[src/rtl/rxpp_pkg.sv]
package rxpp_pkg;
    localparam int NBANKS = 2;
    localparam int DATA_W = 8;
    localparam int DEPTH  = 64;
endpackage

[src/rtl/rxpp_bank.sv]
module rxpp_bank #(
    parameter int DATA_W = 8,
    parameter int DEPTH  = 64,
    localparam int AW    = $clog2(DEPTH)
) (
    input  logic              clk,
    input  logic              we,
    input  logic [AW-1:0]     waddr,
    input  logic [DATA_W-1:0] wdata,
    input  logic              re,
    input  logic [AW-1:0]     raddr,
    output logic [DATA_W-1:0] rdata
);
    logic [DATA_W-1:0] mem [DEPTH];
    logic [DATA_W-1:0] rdata_q;

    always_ff @(posedge clk) begin
        if (we) mem[waddr] <= wdata;
        if (re) rdata_q <= mem[raddr];
    end

    assign rdata = rdata_q;
endmodule

[src/rtl/rxpp_ctrl.sv]
module rxpp_ctrl #(
    parameter int DEPTH = 64,
    localparam int AW    = $clog2(DEPTH),
    localparam int CNT_W = $clog2(DEPTH + 1),
    localparam int NB    = rxpp_pkg::NBANKS
) (
    input  logic             clk,
    input  logic             rst_n,
    input  logic             usb_wr_en,
    input  logic             usb_eop,
    input  logic             cpu_rd_en,
    input  logic             rd_done,
    input  logic             clear,
    output logic             usb_ready,
    output logic             data_avail,
    output logic [CNT_W-1:0] rx_size,
    output logic             overflow,
    output logic             overread,
    output logic [NB-1:0]    bank_we,
    output logic [NB-1:0]    bank_re,
    output logic [AW-1:0]    wr_addr,
    output logic [AW-1:0]    rd_addr,
    output logic             rd_sel
);
    localparam logic [CNT_W-1:0] DEPTH_C = CNT_W'(DEPTH);

    typedef struct packed {
        logic                        wr_bank;
        logic                        rd_bank;
        logic                        rd_sel;
        logic [NB-1:0]               full;
        logic [NB-1:0][CNT_W-1:0]    cnt;
        logic [CNT_W-1:0]            wr_ptr;
        logic [CNT_W-1:0]            rd_ptr;
        logic [CNT_W-1:0]            rx_size;
        logic                        ovf;
        logic                        ovr;
    } st_t;

    st_t  st_d, st_q;
    logic wr_ok, store, eop_ok, rd_ok, swap, busy;

    always_comb begin
        st_d    = st_q;
        bank_we = '0;
        bank_re = '0;
        wr_ok   = usb_wr_en && !st_q.full[st_q.wr_bank];
        store   = wr_ok && (st_q.wr_ptr < DEPTH_C);
        eop_ok  = usb_eop && !st_q.full[st_q.wr_bank];
        rd_ok   = cpu_rd_en && st_q.full[st_q.rd_bank] && (st_q.rd_ptr < st_q.rx_size);
        swap    = rd_done && st_q.full[st_q.rd_bank];
        busy    = (st_q.wr_ptr != '0) || usb_wr_en || usb_eop || cpu_rd_en ||
                  ((st_q.rd_ptr != '0) && (st_q.rd_ptr < st_q.rx_size));

        // USB side: store bytes up to the bank depth, drop the rest
        if (wr_ok && !store) st_d.ovf = 1'b1;
        if (store) begin
            bank_we[st_q.wr_bank] = 1'b1;
            st_d.wr_ptr = st_q.wr_ptr + 1'b1;
        end
        if (eop_ok) begin
            st_d.full[st_q.wr_bank] = 1'b1;
            st_d.cnt[st_q.wr_bank]  = st_d.wr_ptr;
            st_d.wr_ptr  = '0;
            st_d.wr_bank = ~st_q.wr_bank;
        end

        // CPU side: bounded reads
        if (rd_ok) begin
            bank_re[st_q.rd_bank] = 1'b1;
            st_d.rd_ptr = st_q.rd_ptr + 1'b1;
            st_d.rd_sel = st_q.rd_bank;
        end else if (cpu_rd_en) begin
            st_d.ovr = 1'b1;
        end

        // Read-finish trigger: release bank, swap selection
        if (swap) begin
            st_d.full[st_q.rd_bank] = 1'b0;
            st_d.rd_bank = ~st_q.rd_bank;
            st_d.rd_ptr  = '0;
            st_d.ovr     = 1'b0;
        end

        if (clear && !busy) st_d = '0;

        st_d.rx_size = st_d.full[st_d.rd_bank] ? st_d.cnt[st_d.rd_bank] : '0;
    end

    always_ff @(posedge clk or negedge rst_n) begin
        if (!rst_n) st_q <= '0;
        else        st_q <= st_d;
    end

    assign usb_ready  = !st_q.full[st_q.wr_bank];
    assign data_avail = st_q.full[st_q.rd_bank];
    assign rx_size    = st_q.rx_size;
    assign overflow   = st_q.ovf;
    assign overread   = st_q.ovr;
    assign wr_addr    = st_q.wr_ptr[AW-1:0];
    assign rd_addr    = st_q.rd_ptr[AW-1:0];
    assign rd_sel     = st_q.rd_sel;

    // the count shown never exceeds the bank depth, the read position never passes it
    assert_size_bound_R12: assert property (@(posedge clk) disable iff (!rst_n)
        (st_q.rx_size <= DEPTH_C) && (st_q.rd_ptr <= st_q.rx_size));

    // not-ready without a release or clear keeps both banks occupied
    assert_hold_full_R4: assert property (@(posedge clk) disable iff (!rst_n)
        (!usb_ready && !rd_done && !clear) |=> (st_q.full == '1));

    // a trigger on a valid bank moves the read selection
    assert_swap_R5: assert property (@(posedge clk) disable iff (!rst_n)
        (rd_done && data_avail) |=> (st_q.rd_bank != $past(st_q.rd_bank)));

    // a trigger with nothing valid leaves the selection alone; empty buffer keeps pointers aligned
    assert_idle_trigger_R6: assert property (@(posedge clk) disable iff (!rst_n)
        (rd_done && !data_avail) |=> (st_q.rd_bank == $past(st_q.rd_bank)));
    assert_empty_aligned_R6: assert property (@(posedge clk) disable iff (!rst_n)
        (st_q.full == '0) |-> (st_q.wr_bank == st_q.rd_bank));

    // a byte offered past the depth raises overflow
    assert_overflow_R8: assert property (@(posedge clk) disable iff (!rst_n)
        (usb_wr_en && usb_ready && (st_q.wr_ptr == DEPTH_C)) |=> overflow);

    // clear during a started packet does not discard it
    assert_clear_blocked_R10: assert property (@(posedge clk) disable iff (!rst_n)
        (clear && (st_q.wr_ptr != '0) && !usb_eop) |=> (st_q.wr_ptr != '0));
endmodule

[src/rtl/rxpp_buffer.sv]
module rxpp_buffer #(
    parameter int DATA_W = rxpp_pkg::DATA_W,
    parameter int DEPTH  = rxpp_pkg::DEPTH,
    localparam int AW    = $clog2(DEPTH),
    localparam int CNT_W = $clog2(DEPTH + 1),
    localparam int NB    = rxpp_pkg::NBANKS
) (
    input  logic              clk,
    input  logic              rst_n,
    input  logic              usb_wr_en,
    input  logic [DATA_W-1:0] usb_wr_data,
    input  logic              usb_eop,
    output logic              usb_ready,
    input  logic              cpu_rd_en,
    output logic [DATA_W-1:0] cpu_rd_data,
    output logic [CNT_W-1:0]  rx_size,
    input  logic              rd_done,
    input  logic              clear,
    output logic              data_avail,
    output logic              overflow,
    output logic              overread
);
    logic [NB-1:0]     bank_we, bank_re;
    logic [AW-1:0]     wr_addr, rd_addr;
    logic              rd_sel;
    logic [DATA_W-1:0] bank_rdata [NB];

    rxpp_ctrl #(.DEPTH(DEPTH)) u_ctrl (
        .clk(clk), .rst_n(rst_n),
        .usb_wr_en(usb_wr_en), .usb_eop(usb_eop),
        .cpu_rd_en(cpu_rd_en), .rd_done(rd_done), .clear(clear),
        .usb_ready(usb_ready), .data_avail(data_avail), .rx_size(rx_size),
        .overflow(overflow), .overread(overread),
        .bank_we(bank_we), .bank_re(bank_re),
        .wr_addr(wr_addr), .rd_addr(rd_addr), .rd_sel(rd_sel)
    );

    for (genvar b = 0; b < NB; b++) begin : g_bank
        rxpp_bank #(.DATA_W(DATA_W), .DEPTH(DEPTH)) u_bank (
            .clk(clk),
            .we(bank_we[b]), .waddr(wr_addr), .wdata(usb_wr_data),
            .re(bank_re[b]), .raddr(rd_addr), .rdata(bank_rdata[b])
        );
    end

    assign cpu_rd_data = bank_rdata[rd_sel];
endmodule

[config.mk]
export PLATFORM = sky130hd
export DESIGN_NAME = rxpp_buffer
export DESIGN_NICKNAME = d
export VERILOG_FILES = /design/src/rtl/rxpp_pkg.sv /design/src/rtl/rxpp_bank.sv /design/src/rtl/rxpp_ctrl.sv /design/src/rtl/rxpp_buffer.sv
export SDC_FILE = /design/constraint.sdc
export NUM_CORES = 1
export LEC_CHECK = 0
export ABC_AREA = 0
export BUFFER_PORTS_ARGS = -buffer_cell sky130_fd_sc_hd__buf_4
export CAP_MARGIN = 10
export CORE_ASPECT_RATIO = 2
export CORE_UTILIZATION = 55
export CTS_BUF_LIST = sky130_fd_sc_hd__clkbuf_16
export CTS_CLUSTER_DIAMETER = 80
export DETAILED_ROUTE_END_ITERATION = 8
export PLACE_DENSITY_LB_ADDON = 0.15
export RECOVER_POWER = 100
export SYNTH_ARGS = -nofsm -noshare
export SYNTH_HDL_FRONTEND = slang
export SYNTH_SLANG_ARGS = --single-unit
export TNS_END_PERCENT = 100
[constraint.sdc]
create_clock -name clk -period 2.8 [get_ports clk]
set_clock_uncertainty 0.2 [all_clocks]
set_input_delay 0.28 -clock clk [delete_from_list [all_inputs] [get_ports clk]]
set_output_delay 0.28 -clock clk [all_outputs]
set_load 0.02 [all_outputs]
==> summary.md, run 1 <==
| Metric | Value |
|---|---|
| Leak pwr | `15.9 nW` |
| Die ar. | `77700 sq um` |
| Setup WS post-layout | `-115 ps` |
| Gpl congestion | `0.881` |
| Routed vias/inst | `6.29` |
| EDFF count, synth | `1040` |
| #FFs+latches synth | `1082` |
| Site Rows | `143` |
| Total GRT Usage | `0.292` |
| Synth Instances | `2048` |
| I/O pin count | `34` |
| Synth area leaders | `edfxtp_1, mux4_2, dfrtp_1` |
| Die Y | `393 um` |
| CTS Buffer Depth | `3` |
| RSZ-0062 raised after global routing | `yes` |
| Pin count of the biggest net entering global routing | `73` |
| H-tree Lvls | `3` |
| Combinational power share | `0.249` |
| Slack of the worst reg-to-reg path | `-120 ps` |
| FFs w/ async S/R, synth | `0.0388` |
| Gr ovfl total | `0` |
| Per-cell routed wire length | `31.6 um` |
| Initial antenna violation count | `4` |
| Num CTS Buffers | `88` |
| Post-route minimum period | `2920 ps` |
| First-pass GRT wire length | `157000 um` |
| Failing checks | `capacitance limit, slew limit, setup timing` |
| Post-DP HPWL | `71100 um` |
| Worst Hold Path EP | `u_ctrl.st_q[38]` |
| ANT nets after route | `0` |
| Area of the core | `75900 sq um` |
| Kind of critical path | `flip-flop to flip-flop` |
| DRC | `0` |
| Die X | `198 um` |
| CP required | `3010 ps` |
| Worst hold path type | `input pin to flip-flop` |
| Final WL | `110000 um` |
| Hold slack | `72.6 ps` |
| CP max FO | `6` |
| Sequential Power Share | `0.445` |
| HP Start | `clear` |
| Nets | `2425` |
| Placed insts | `3259` |
| CP startpoint kind | `flip-flop` |
| Synthesized area | `42100 sq um` |
| Cell taking the most area after synthesis | `edfxtp_1` |
| Finished Layout Cells | `3491` |
| Sink Count | `1082` |
| FMAX | `343 MHz` |
| Final Hold Vio Count | `0` |
| Root Buffer | `clkbuf_16` |
| Worst VDD drop | `0.000535 V` |
| Power Density | `832 nW/um^2` |
| I/O Buffers | `33` |
| Most frequent cells in the layout | `edfxtp_1, mux4_2, buf_4` |
| Syn Nets | `2073` |
| Period utilisation layout | `1.04` |
| Share of layout cells above drive strength 1 | `0.348` |
| Starting Density | `0.555` |
| Syn. warnings | `0` |
| DR vias | `22000` |
| TritonCTS clock tree | `yes` |
| Crit. End Element | `flip-flop` |
| Clk pin slew, worst setup/hold paths | `70 ps` |
| Top-area cell type share of the netlist area | `0.742` |
| Fillers | `5160` |
| Clock power share | `0.306` |
| Syn avg cell area | `20.6 sq um` |
| Fin. max-slew vios | `186` |
| Most common cell after layout, fill and taps aside | `edfxtp_1` |
| DR pass1 iterations | `5` |
| Endpoints failing setup | `38` |
| Min-Delay Path Depth | `7` |
| Total power | `41.3 mW` |
| Rel. slew slack | `-0.372` |
| Primary FF master, synth | `edfxtp_1` |
| Iter 0 DRT Violations | `2193` |
| Register area share after synthesis | `0.767` |
| Max-cap violations | `4` |
| Status | `finished, violations left` |
| Vias in the first global route | `23000` |
| Setup TNS Final | `-1240 ps` |
| Clk_lat worst skew | `670 ps` |
| Total internal power | `30.3 mW` |
| FF-to-FF Start | `u_ctrl.rd_addr[0]` |
| Area grow syn2layout | `18.0%` |
| Worst r2r dst | `g_bank[0].u_bank.rdata[2]` |
| Path depth of the worst reg2reg path | `8` |
| Worst EP arrival | `3120 ps` |
| P_sw | `11.1 mW` |
| Count of unique library cells instantiated by Yosys | `55` |
| Worst-margin pin slew | `2060 ps` |
| Sw frac | `0.267` |
==> flip-flops by register name, summed over array words and instances, names as in the netlist <==
name and cells:
u_ctrl.st_q 20, u_ctrl.rd_sel 1, g_bank.u_bank.rdata 16, g_bank.u_bank.mem 1024, u_ctrl.rd_addr 6, u_ctrl.overflow 1
u_ctrl.wr_addr 6, u_ctrl.rx_size 7, u_ctrl.overread 1
==> critical path, stage by stage (launching register included) <==
cell     delay [ps]
dfrtp_4         460
buf_12          150
buf_16          170
buf_16          150
mux4_2          520
a22oi_1         220
buf_4           180
a21oi_1          60
or4_1           530
==> cells in the mapped netlist, types with 2 or more instances <==
cell	count
mux2_1	2
ha_1	10
mux2i_1	5
edfxtp_1	1040
inv_1	19
buf_6	12
nand4_1	5
clkbuf_1	74
nor2_1	164
nand4b_1	2
xnor2_1	10
buf_1	6
nand3b_1	4
a21oi_1	73
a31oi_1	2
nor3_1	23
and3_1	3
a211oi_1	21
a211o_1	4
or4_1	15
buf_4	13
nand3_1	11
a22oi_1	120
a2111oi_0	3
mux4_2	258
nor2b_1	4
nand2_1	28
or3b_2	2
a311oi_1	2
dfrtp_1	42
and2_1	4
o22ai_1	2
o21ai_0	9
buf_2	27
nand2b_1	2
mux2_2	8
==> area by class of cell <==
class / instances / area (sq um) / share of cell area
Sequential cell: 1082 / 32300 / 0.650
Tap cell: 1015 / 1270 / 0.0256
Inverter: 21 / 80.1 / 0.00161
Antenna cell: 3 / 7.51 / 0.000151
Timing Repair Buffer: 391 / 3470 / 0.0699
Clock buffer: 93 / 2330 / 0.0468
Clock inverter: 70 / 614 / 0.0124
Multi-Input combinational cell: 816 / 9640 / 0.194
==> power by group through the flow <==
stage / Combinational (mW) / Sequential [mW] / Clock [mW]
CTS: 9.83 / 18.4 / 12.8
finish: 10.3 / 18.4 / 12.7
global placement: 8.74 / 18.7 / 0
detailed placement: 8.83 / 18.8 / 0
floorplan: 5.66 / 18.6 / 0
global route: 10.8 / 18.4 / 13.4
==> timing repair <==
action	4_1_cts	5_1_grt
hold endpoints to repair	328	0
hold buffers	14	0
setup endpoints to repair	57	127
setup buffers	14	21
gates cloned	12	7
gates resized for setup	75	64
pin swaps	14	33
==> per-layer routing <==
layer  vias up  share of wire  GRT usage
li1       9221              -          -
met1     11600           0.33      0.325
met4         0          0.073      0.173
met2       900           0.55      0.531
met5         -              0          0
met3       276          0.049     0.0336
==> logic make-up (layout without fill, tap and decap cells) <==
kind of cell | count (synthesis) | count (layout) | share of synthesized area
compound gates | 244 | 244 | 0.0388
mux | 274 | 274 | 0.142
buf+inv | 153 | 575 | 0.0177
simple gates | 275 | 278 | 0.0296
fa+ha+maj | 10 | 10 | 0.00297
other cells | 0 | 3 | 0
flops | 1082 | 1082 | 0.767
xor+xnor | 10 | 10 | 0.00208
==> per-stage QoR <==
| stage | setup slack, ps | utilization | cell area [sq um] |
|---|---|---|---|
| floorplan | -119 | - | 42200 |
| global placement | -289 | 0.603 | 45700 |
| detailed placement | -307 | 0.603 | 45700 |
| CTS | -102 | 0.654 | 49600 |
| global route | -157 | 0.655 | 49700 |
| finish | -115 | 0.655 | 49700 |
==> how the worst max path moves through the flow <==
stage	from	endpoint	slack (ps)
3_3_place_gp	u_ctrl.rd_addr[0]	g_bank[1].u_bank.rdata[5]	-290
5_1_grt	u_ctrl.rd_addr[0]	g_bank[0].u_bank.rdata[2]	-160
6_report	u_ctrl.rd_addr[0]	g_bank[0].u_bank.rdata[2]	-120
2_1_floorplan	u_ctrl.st_q[41]	g_bank[1].u_bank.mem[52][0]	-120
3_5_place_dp	u_ctrl.rd_addr[0]	g_bank[1].u_bank.rdata[5]	-310
4_1_cts	u_ctrl.rd_addr[0]	g_bank[0].u_bank.rdata[2]	-100
(Power assumes the default switching activity.)
==> run 2, diff against run 1 <==
- clock period: 2.8 -> 3.19 ns (I/O delays scaled with it)
==> summary.md, run 2 (synthesized netlist as in run 1, its figures left out) <==
| Metric | Value |
|---|---|
| Status | `finished, violations left (unchanged)` |
| Failing checks | `capacitance limit, slew limit (was capacitance limit, slew limit, setup timing)` |
| Fin. max-slew vios | `648 (was 186)` |
| Most frequent cells in the layout | `edfxtp_1, mux4_2, nor2_1 (was edfxtp_1, mux4_2, buf_4)` |
| Most common cell after layout, fill and taps aside | `edfxtp_1 (unchanged)` |
| DR vias | `21100 (was 22000)` |
| Starting Density | `0.555 (unchanged)` |
| Nets | `2303 (was 2425)` |
| Critical path depth | `5 (was 8)` |
| Rel. slew slack | `-1.20 (was -0.372)` |
| I/O pin count | `34 (unchanged)` |
| I/O Buffers | `33 (unchanged)` |
| Clk pin slew, worst setup/hold paths | `70 ps (about the same)` |
| Max-cap violations | `9 (was 4)` |
| Worst r2r dst | `g_bank[0].u_bank.rdata[5] (was g_bank[0].u_bank.rdata[2])` |
| Site Rows | `143 (unchanged)` |
| First-pass GRT wire length | `153000 um (was 157000 um)` |
| RSZ-0062 raised after global routing | `no (was yes)` |
| Path depth of the worst reg2reg path | `5 (was 8)` |
| Max incr delay on CP | `850 ps (was 530 ps)` |
| Die ar. | `77700 sq um (unchanged)` |
| CTS Buffer Depth | `3 (unchanged)` |
| WP buf/inv | `1 (was 4)` |
| Gpl congestion | `0.873 (was 0.881)` |
| Post-route minimum period | `3160 ps (was 2920 ps)` |
| Period utilisation layout | `0.989 (was 1.04)` |
| CP max FO | `37 (was 6)` |
| Total GRT Usage | `0.282 (was 0.292)` |
| Crit. End Element | `flip-flop (unchanged)` |
| DR pass1 iterations | `6 (was 5)` |
| Worst hold path type | `flip-flop to flip-flop (was input pin to flip-flop)` |
| Die Y | `393 um (unchanged)` |
| CP Cell Sequence | `nor2b_4 > buf_12 > a22oi_1 > a21oi_1 > or4_1 (was buf_12 > buf_16 > buf_16 > mux4_2 > a22oi_1 > buf_4 > a21oi_1 > or4_1)` |
| Worst setup path endpoint | `g_bank[0].u_bank.rdata[5] (was g_bank[0].u_bank.rdata[2])` |
| # diodes | `0 (was 3)` |
| Crit-path leading delay family | `simple AND/OR/NAND/NOR gates (was buffers and inverters)` |
| Share of layout cells above drive strength 1 | `0.270 (was 0.348)` |
| Final Hold Vio Count | `0 (unchanged)` |
| Leak pwr | `15.1 nW (was 15.9 nW)` |
| Routed vias/inst | `6.29 (about the same)` |
| H-tree Lvls | `3 (unchanged)` |
| Endpoints failing setup | `0 (was 38)` |
| Clk_lat worst skew | `680 ps (was 670 ps)` |
| Vias in the first global route | `22500 (was 23000)` |
| Worst EP arrival | `3500 ps (was 3120 ps)` |
| Num CTS Buffers | `88 (unchanged)` |
| Die X | `198 um (unchanged)` |
| Final core occ | `0.627 (was 0.655)` |
| CP startpoint kind | `flip-flop (unchanged)` |
| Sink Count | `1082 (unchanged)` |
| CP required | `3540 ps (was 3010 ps)` |
| Area grow syn2layout | `13.0% (was 18.0%)` |
| Final WL | `105000 um (was 110000 um)` |
| Number of flip-flops under the largest register name | `1024 (unchanged)` |
| TritonCTS clock tree | `yes (unchanged)` |
| ANT nets after route | `0 (unchanged)` |
| CP Launch Point | `u_ctrl.rd_addr[3] (was u_ctrl.rd_addr[0])` |
| Power Density | `723 nW/um^2 (was 832 nW/um^2)` |
| Area of the core | `75900 sq um (unchanged)` |
| Worst-margin pin slew | `3310 ps (was 2060 ps)` |
| Root Buffer | `clkbuf_16 (unchanged)` |
| Pin count of the biggest net entering global routing | `129 (was 73)` |
| Largest Register | `g_bank.u_bank.mem (unchanged)` |
| Iter 0 DRT Violations | `1680 (was 2193)` |
| FF-to-FF Start | `u_ctrl.rd_addr[3] (was u_ctrl.rd_addr[0])` |
| Worst VDD drop | `0.000598 V (was 0.000535 V)` |
| Slack of the worst reg-to-reg path | `30 ps (was -120 ps)` |
| FMAX | `317 MHz (was 343 MHz)` |
| Worst path slowest cell | `nor2b_4 (was or4_1)` |
| Setup TNS Final | `0 ps (was -1240 ps)` |
| DRC | `0 (unchanged)` |
| Kind of critical path | `flip-flop to flip-flop (unchanged)` |
| Gr ovfl total | `0 (unchanged)` |
| Per-cell routed wire length | `31.4 um (was 31.6 um)` |
| Initial antenna violation count | `1 (was 4)` |
| Post-DP HPWL | `70800 um (was 71100 um)` |
==> run 2: cell count changes in the layout (fill, tap and decap cells not counted), moves of 6 or more <==
| cell | before | now |
|---|---|---|
| buf_12 | 29 | 23 |
| buf_4 | 176 | 74 |
| buf_16 | 15 | 2 |
| a22oi_2 | 67 | 4 |
| a22oi_1 | 53 | 116 |
| a21oi_1 | 45 | 70 |
| nor2_1 | 141 | 162 |
| clkbuf_4 | 11 | 4 |
| buf_2 | 18 | 4 |
| a21oi_2 | 26 | 2 |
| clkbuf_16 | 100 | 91 |
| nor2_2 | 22 | 0 |
| buf_6 | 9 | 2 |
| clkbuf_2 | 66 | 111 |
==> run 2: worst min-delay path by stage <==
stage	startpoint	endpoint	slack [ps]	cells after the start
5_1_grt	u_ctrl.st_q[36]	u_ctrl.st_q[36]	360	2
4_1_cts	usb_wr_data[1]	g_bank[0].u_bank.mem[10][1]	3	1
2_1_floorplan	rst_n	u_ctrl.overflow	-180	0
3_5_place_dp	rst_n	u_ctrl.overflow	140	1
6_report	u_ctrl.overflow	u_ctrl.overflow	320	2
3_3_place_gp	rst_n	u_ctrl.overflow	130	1
==> run 2: worst reg2reg max path, stage by stage, from the launching register on <==
cell	delay, ps
dfrtp_1	510
nor2b_4	860
buf_12	320
a22oi_1	200
a21oi_1	730
or4_1	210
==> run 2: power breakdown <==
part	switching, mW	total (mW)	internal, mW
sequential	0.295	16.2	15.9
clock	4.96	10.8	5.85
combinational	3.98	7.37	3.40
==> run 2: repair_timing <==
action | in CTS | in global routing
setup endpoints to repair | 5 | 48
hold endpoints to repair | 111 | 0
buffers inserted | 0 | 3
hold buffers | 9 | 0
gates resized for setup | 5 | 5
==> run 2: per-layer routing <==
layer	vias up	share of wire	wire length, um	track usage
li1	8931	-	-	-
met1	11200	0.33	34700	0.306
met2	755	0.55	58200	0.509
met3	247	0.044	4670	0.0366
met4	0	0.073	7690	0.187
met5	-	0	0	0
==> run 2: stage by stage <==
step / setup slack [ps] / instance area, sq um / std cells / hold slack [ps] / total power [mW]
detailed placement: -134 / 45100 / 3191 / 137 / 24.0
global route: 14.9 / 47600 / 3360 / 357 / 35.5
global placement: -94.7 / 45100 / 3191 / 127 / 23.8
finish: 33.7 / 47600 / 3360 / 318 / 34.4
floorplan: 271 / 42100 / 2048 / -177 / 21.3
CTS: 3.25 / 48100 / 3357 / 3.01 / 34.7
==> run 2: area by class of cell <==
cell class | count | area [sq um]
multi-input combinational | 813 | 9150
inverter | 21 | 78.8
tap | 1015 | 1270
sequential | 1082 | 32300
clock buffer | 91 | 2280
fill | 5323 | 28300
clock inverter | 66 | 551
timing repair buffer | 272 | 1980
